File: src/rtl/bundleIssuePkg.sv
package bundleIssuePkg;
  localparam int TMPL_W    = 5;
  localparam int SLOTS     = 3;
  localparam int DEPTH     = 2;
  localparam int WIN       = DEPTH * SLOTS;
  localparam int NUM_TYPES = 4;
  localparam int LANES     = 2;
  localparam int LANE_W    = (LANES > 1) ? $clog2(LANES) : 1;
  localparam int CNT_W     = $clog2(LANES + 1);

  typedef enum logic [1:0] {
    UNIT_MEM = 2'd0,
    UNIT_INT = 2'd1,
    UNIT_FP  = 2'd2,
    UNIT_BR  = 2'd3
  } unitT;

  typedef struct packed {
    logic                   legal;
    logic [SLOTS-1:0][1:0]  kind;
    logic [SLOTS-1:0]       stopAfter;
  } tmplInfoT;

  // strobes from control to datapath
  typedef struct packed {
    logic                        push;
    logic                        wrIdx;
    logic [1:0]                  pops;
    logic [WIN-1:0]              take;
    logic [WIN-1:0][1:0]         kind;
    logic [WIN-1:0][LANE_W-1:0]  lane;
  } ctlStrobeT;

  function automatic tmplInfoT decodeTmpl(input logic [TMPL_W-1:0] t);
    tmplInfoT r;
    r.legal     = (t[1:0] != 2'd3);
    r.stopAfter = '0;
    case (t[1:0])
      2'd1:    r.stopAfter[2] = 1'b1;
      2'd2:    r.stopAfter[1] = 1'b1;
      default: r.stopAfter    = '0;
    endcase
    // kind packed as {slot2, slot1, slot0}
    case (t[4:2])
      3'd0:    r.kind = {UNIT_INT, UNIT_INT, UNIT_MEM};
      3'd1:    r.kind = {UNIT_INT, UNIT_MEM, UNIT_MEM};
      3'd2:    r.kind = {UNIT_INT, UNIT_FP,  UNIT_MEM};
      3'd3:    r.kind = {UNIT_BR,  UNIT_INT, UNIT_MEM};
      3'd4:    r.kind = {UNIT_BR,  UNIT_BR,  UNIT_MEM};
      3'd5:    r.kind = {UNIT_BR,  UNIT_BR,  UNIT_BR};
      3'd6:    r.kind = {UNIT_FP,  UNIT_MEM, UNIT_MEM};
      default: r.kind = {UNIT_BR,  UNIT_MEM, UNIT_MEM};
    endcase
    return r;
  endfunction
endpackage

File: src/rtl/bundleIssueCtl.sv
module bundleIssueCtl
  import bundleIssuePkg::*;
(
  input  logic                          clk,
  input  logic                          rstN,
  input  logic                          inValid,
  input  logic [NUM_TYPES-1:0]          portReady,
  input  logic [DEPTH-1:0][TMPL_W-1:0]  tmpl,
  output logic                          inReady,
  output logic                          illegalBundle,
  output logic [NUM_TYPES*LANES-1:0]    opValid,
  output ctlStrobeT                     strobe
);
  logic [1:0] count, countNext;
  logic [1:0] ptr, ptrNext;

  tmplInfoT            info [DEPTH];
  logic [WIN-1:0]      slotLive;
  logic [WIN-1:0]      slotStop;
  logic [WIN-1:0][1:0] slotKind;

  always_comb begin
    for (int b = 0; b < DEPTH; b++) info[b] = decodeTmpl(tmpl[b]);
    for (int q = 0; q < WIN; q++) begin
      slotLive[q] = (int'(count) > q / SLOTS) && info[q / SLOTS].legal;
      slotStop[q] = info[q / SLOTS].stopAfter[q % SLOTS];
      slotKind[q] = info[q / SLOTS].kind[q % SLOTS];
    end
  end

  // group formation: walk the window from the pointer
  logic                         openG;
  logic [WIN-1:0]               takeV;
  logic [WIN-1:0][LANE_W-1:0]   laneV;
  logic [CNT_W-1:0]             useCnt [NUM_TYPES];
  logic [2:0]                   taken;

  always_comb begin
    openG = 1'b1;
    takeV = '0;
    laneV = '0;
    taken = '0;
    for (int t = 0; t < NUM_TYPES; t++) useCnt[t] = '0;
    for (int q = 0; q < WIN; q++) begin
      if (openG && q >= int'(ptr)) begin
        if (!slotLive[q]) begin
          openG = 1'b0;
        end else if (useCnt[slotKind[q]] == CNT_W'(LANES)) begin
          openG = 1'b0;
        end else begin
          takeV[q]               = 1'b1;
          laneV[q]               = useCnt[slotKind[q]][LANE_W-1:0];
          useCnt[slotKind[q]]    = useCnt[slotKind[q]] + 1'b1;
          taken                  = taken + 3'd1;
          if (slotStop[q]) openG = 1'b0;
        end
      end
    end
  end

  logic                 headIllegal, groupFire, allReady;
  logic [NUM_TYPES-1:0] usedType;
  logic [2:0]           endPos;
  logic [1:0]           popsG, pops;

  always_comb begin
    for (int t = 0; t < NUM_TYPES; t++) usedType[t] = (useCnt[t] != '0);
    allReady    = &(portReady | ~usedType);
    headIllegal = (count != 2'd0) && !info[0].legal;
    groupFire   = (count != 2'd0) && !headIllegal && allReady;
    endPos      = 3'(ptr) + taken;
    popsG       = (endPos >= 3'd6) ? 2'd2 : (endPos >= 3'd3) ? 2'd1 : 2'd0;
    pops        = groupFire ? popsG : (headIllegal ? 2'd1 : 2'd0);
    ptrNext     = groupFire ? 2'(endPos - 3'(popsG) * 3'd3)
                            : (headIllegal ? 2'd0 : ptr);
    inReady     = (count < 2'd2);
    countNext   = count - pops + {1'b0, inValid && inReady};
    for (int t = 0; t < NUM_TYPES; t++)
      for (int l = 0; l < LANES; l++)
        opValid[t*LANES+l] = groupFire && (int'(useCnt[t]) > l);
  end

  assign illegalBundle = headIllegal;

  always_comb begin
    strobe.push  = inValid && inReady;
    strobe.pops  = pops;
    strobe.wrIdx = 1'(count - pops);
    strobe.take  = takeV;
    strobe.kind  = slotKind;
    strobe.lane  = laneV;
  end

  always_ff @(posedge clk) begin
    if (!rstN) begin
      count <= '0;
      ptr   <= '0;
    end else begin
      count <= countNext;
      ptr   <= ptrNext;
    end
  end

  // whole-group dispatch and lane order, per unit type
  for (genvar t = 0; t < NUM_TYPES; t++) begin : gChk
    a_r5_ready_gate: assert property (@(posedge clk) disable iff (!rstN)
      (|opValid[t*LANES +: LANES]) |-> portReady[t]);
    a_r4_lane_order: assert property (@(posedge clk) disable iff (!rstN)
      opValid[t*LANES+1] |-> opValid[t*LANES]);
  end

  a_r6_illegal_quiet: assert property (@(posedge clk) disable iff (!rstN)
    illegalBundle |-> (opValid == '0));

  a_r3_ptr_range: assert property (@(posedge clk) disable iff (!rstN)
    ptr < 2'd3);

  a_r7_accept_fills: assert property (@(posedge clk) disable iff (!rstN)
    (inValid && inReady) |=> (count != 2'd0));

  a_r7_no_overfill: assert property (@(posedge clk) disable iff (!rstN)
    count <= 2'd2);
endmodule

File: src/rtl/bundleIssueDp.sv
module bundleIssueDp
  import bundleIssuePkg::*;
#(
  parameter int SLOT_W   = 41,
  parameter int BUNDLE_W = TMPL_W + SLOTS * SLOT_W
) (
  input  logic                                   clk,
  input  logic                                   rstN,
  input  logic [BUNDLE_W-1:0]                    inBundle,
  input  ctlStrobeT                              strobe,
  output logic [DEPTH-1:0][TMPL_W-1:0]           tmpl,
  output logic [NUM_TYPES*LANES-1:0][SLOT_W-1:0] opData
);
  logic [BUNDLE_W-1:0] bundleMem [DEPTH];
  logic [BUNDLE_W-1:0] memNext   [DEPTH];
  logic [WIN-1:0][SLOT_W-1:0] slotData;

  for (genvar b = 0; b < DEPTH; b++) begin : gTmpl
    assign tmpl[b] = bundleMem[b][TMPL_W-1:0];
  end

  for (genvar q = 0; q < WIN; q++) begin : gSlot
    assign slotData[q] = bundleMem[q / SLOTS][TMPL_W + (q % SLOTS) * SLOT_W +: SLOT_W];
  end

  always_comb begin
    memNext[0] = (strobe.pops == 2'd1) ? bundleMem[1] : bundleMem[0];
    memNext[1] = bundleMem[1];
    if (strobe.push) begin
      if (strobe.wrIdx) memNext[1] = inBundle;
      else              memNext[0] = inBundle;
    end
  end

  always_ff @(posedge clk) begin
    if (!rstN) begin
      for (int b = 0; b < DEPTH; b++) bundleMem[b] <= '0;
    end else begin
      for (int b = 0; b < DEPTH; b++) bundleMem[b] <= memNext[b];
    end
  end

  // route taken slots to the typed lanes
  always_comb begin
    opData = '0;
    for (int q = 0; q < WIN; q++)
      if (strobe.take[q])
        opData[int'(strobe.kind[q]) * LANES + int'(strobe.lane[q])] = slotData[q];
  end
endmodule

File: src/rtl/bundleIssue.sv
module bundleIssue
  import bundleIssuePkg::*;
#(
  parameter int SLOT_W   = 41,
  parameter int BUNDLE_W = TMPL_W + SLOTS * SLOT_W,
  parameter int LANE_CNT = NUM_TYPES * LANES
) (
  input  logic                         clk,
  input  logic                         rstN,
  input  logic                         inValid,
  output logic                         inReady,
  input  logic [BUNDLE_W-1:0]          inBundle,
  input  logic [NUM_TYPES-1:0]         portReady,
  output logic [LANE_CNT-1:0]          opValid,
  output logic [LANE_CNT*SLOT_W-1:0]   opData,
  output logic                         illegalBundle
);
  ctlStrobeT                           strobe;
  logic [DEPTH-1:0][TMPL_W-1:0]        tmpl;
  logic [LANE_CNT-1:0][SLOT_W-1:0]     laneData;

  bundleIssueCtl uCtl (
    .clk(clk), .rstN(rstN), .inValid(inValid), .portReady(portReady),
    .tmpl(tmpl), .inReady(inReady), .illegalBundle(illegalBundle),
    .opValid(opValid), .strobe(strobe)
  );

  bundleIssueDp #(.SLOT_W(SLOT_W), .BUNDLE_W(BUNDLE_W)) uDp (
    .clk(clk), .rstN(rstN), .inBundle(inBundle), .strobe(strobe),
    .tmpl(tmpl), .opData(laneData)
  );

  assign opData = laneData;
endmodule

File: config.mk
export PLATFORM = sky130hd
export DESIGN_NAME = bundleIssue
export DESIGN_NICKNAME = d
export VERILOG_FILES = /design/src/rtl/bundleIssuePkg.sv /design/src/rtl/bundleIssueCtl.sv /design/src/rtl/bundleIssueDp.sv /design/src/rtl/bundleIssue.sv
export SDC_FILE = /design/constraint.sdc
export NUM_CORES = 1
export LEC_CHECK = 0
export ABC_AREA = 1
export BUFFER_PORTS_ARGS = -buffer_cell sky130_fd_sc_hd__buf_2
export CAP_MARGIN = 10
export CELL_PAD_IN_SITES_DETAIL_PLACEMENT = 1
export CELL_PAD_IN_SITES_GLOBAL_PLACEMENT = 2
export CORE_MARGIN = 10
export CORE_UTILIZATION = 29
export CTS_CLUSTER_DIAMETER = 120
export CTS_CLUSTER_SIZE = 25
export DETAILED_ROUTE_END_ITERATION = 10
export GPL_TIMING_DRIVEN = 0
export PLACE_DENSITY_LB_ADDON = 0.1
export REMOVE_ABC_BUFFERS = 1
export SETUP_SLACK_MARGIN = 0.2
export SLEW_MARGIN = 5
export SYNTH_ARGS = -nofsm -noshare
export SYNTH_HDL_FRONTEND = slang
export SYNTH_HIERARCHICAL = 1
export SYNTH_SLANG_ARGS = --single-unit
File: constraint.sdc
create_clock -name clk -period 10.2 [get_ports clk]
set_clock_uncertainty 0.1 [all_clocks]
set_input_delay 0.51 -clock clk [delete_from_list [all_inputs] [get_ports clk]]
set_output_delay 0.51 -clock clk [all_outputs]
set_load 0.01 [all_outputs]
==> metrics.txt <==
CTS clk-pin slew, worst paths=100 ps; clock root cell=clkbuf_16; minimum clock period=9390 ps; Routed Antenna Nets=0; # IOs=473; initial antenna violation count=20; Worst Path Required=10,660 ps; failing checks=max-slew violations; worst r2r path cells=56; final count of hold timing violations=0; post-route clock period utilization=92.0%; Max stage delay on crit path=380 ps; FF/Latch Area=5210 um2; global-route wire length before repair=342 mm; crit-path most repeated cell=nand2_1; initial DRC count=4,120; Final #Nets=7,672; Clock Sinks=260; GRT Util Overall=33.2%; maxcap violations=0; Initial Utilization=29.3%; Rows=128; P_leak=23.5 nW; number of global-route vias before repair=47,800; buffers added on ports=472; Avg WL per Cell=26.3 um; post-synthesis sequential area ratio=14.5%; power density of the placed cells=243 nW/um2; Vias/cell=5.34; unrepaired setup endpoints after global routing=false; Worst setup EP type=flop; die area=138,000 um2; GR Overflow Total=0; Residual DRC=0; syn avg cell area=4.82 um2; Finish-stage setup viols=0; gpl congestion=0.792; Routed WL=242 mm; ratio of cells with drive above 1 in the final layout=10.4%; Data arrival, critical path=9850 ps; Fill cells=17,200; P&R area growth vs syn=19.1%; Synth Cell Area=35,900 um2; worst-case hold slack=28.6 ps; number of synthesized register bits=260; HPWL Detailed=153 mm; Rel. slew slack=-356%; Distinct cells, synth=47; Highest Clock Rate=0.107 GHz; Multi-input gate area=23,100 um2; CP Max Fanout=24; Slowest-stage cell, CP=dfxtp_1; worst skew pair latency=680 ps; via count=49,000; Final Max Tran Viols=168; total power=10.4 mW; total CTS buffers=28; post-synthesis instance total=7,443; First-pass DRT Iterations=5; hold-critical path depth=3; status=finished with violations; Die W=372 um; Core Area=122,000 um2; Slew @ Worst Pin=6810 ps; Setup crit start kind=flop; largest net degree at the start of global routing=134; Ys Warns=6; CTS tree=built; die span in y=372 um; CTS max path bufs=3; H-tree depth=1; crit path kind=flop to flop; Worst Hold Class=input pin to flop; peak supply drop=0.246 mV
[registers in the layout, summed over array words and instances (netlist names)]
register,cells
uDp/bundleMem,256
uCtl/count,2
uCtl/ptr,2
[metrics by stage]
step                TNS [ps]  area [um2]  util, %  cells  worst slack, ps
finish                     0       42700     34.9   9180              812
global route               0       42700     34.9   9174              156
CTS                        0       42400     34.7   9157              234
detailed placement    -99510       40900     33.4   9072            -1090
global placement    -5359040       37800     30.9   8956           -23030
floorplan            -722280       33400        -   6859            -5120
[metal layers]
metal,routed length (um),share of wire (%),global-route usage [%],up-vias
li1,-,-,-,22800
met1,104000,43,43.9,23700
met2,109000,45,54.2,2051
met3,18500,7.6,4.80,485
met4,10300,4.3,12.6,14
met5,90,0.037,0,-
[synth_stat cells (all sizes together)]
library cell	number	share of area, %
a31oi	1	0.017
o21ai	1207	17
and2	1	0.017
and3	1	0.017
nor4	1	0.017
fa	1	0.056
nor3b	1	0.035
or2	3	0.052
nand2b	1	0.017
xor2	4	0.098
nand3	596	8.4
o211ai	31	0.65
clkinv	2	0.021
nor3	9	0.26
ha	12	0.42
o21bai	99	2.1
nor2	263	3.0
nand2	2684	28
dfxtp	260	15
buf	137	2.1
a211oi	1	0.021
a21oi	192	2.7
nand4	7	0.16
o22ai	2	0.035
xnor2	2	0.049
conb	1	0.010
inv	1475	15
clkbuf	447	4.7
nand3b	2	0.042
[cells in the final DEF, fill, tap and decap left out, types with 35 or more instances in the layout]
cell type and n:
a21oi_1 191, buf_16 68, buf_2 471, dfxtp_1 258, inv_1 1446, nand2_1 2642
nand2_4 35, nand3_1 584, nor2_1 240, o21ai_0 1194, o21bai_1 99
[layout make-up]
cell class	instances	area share, %
multi-input combinational	5124	54.1
timing repair buffer	632	13.2
inverter	1477	13.2
sequential	260	12.2
tap	1625	4.76
clock buffer	29	1.70
clock inverter	23	0.776
antenna	9	0.0527
timing repair inverter	1	0.0205
[worst paths after layout]
kind | startpoint | to | slack, ps
worst max-delay path | uCtl/ptr[0] | uDp/bundleMem[0][61] | 810
worst min-delay path | inBundle[86] | uDp/bundleMem[0][214] | 30
worst max register to register | uCtl/ptr[0] | uDp/bundleMem[0][61] | 810
worst min register to register | uDp/bundleMem[0][132] | uDp/bundleMem[0][132] | 440
[cell families after synthesis]
group / Yosys count / share of synthesized area [%]
xor gates and xnor gates: 6 / 0.147
buffers and inverters: 2061 / 22.2
AOI/OAI and AO/OA: 1533 / 22.4
other: 1 / 0.0105
and+or+nand+nor: 3569 / 40.3
adders and majority gates: 13 / 0.474
DFF: 260 / 14.5
[worst max-delay path: cells and delay by family, from the launching register on]
kind,cells,cell delay (ps)
AOI/OAI and AO/OA,11,1640
DFF,1,380
xor gates and xnor gates,2,380
and+or+nand+nor,22,2750
buffers and inverters,14,2000
adders and majority gates,7,1990
[report_power, final]
part           total (mW)  switching [mW]  internal, mW
registers            2.37           0.882          1.49
clock network        1.30           0.673         0.632
logic                6.70            4.80          1.90
total                10.4            6.35          4.03
[timing repair]
action | in CTS | in global routing
pin swaps | 1 | 1
cloned | 6 | 4
buffers inserted | 2 | 10
hold buffers | 25 | 0
gates resized for setup | 17 | 12
hold endpoints to repair | 39 | 0
setup endpoints to repair | 160 | 246
(Power assumes the default switching activity.)
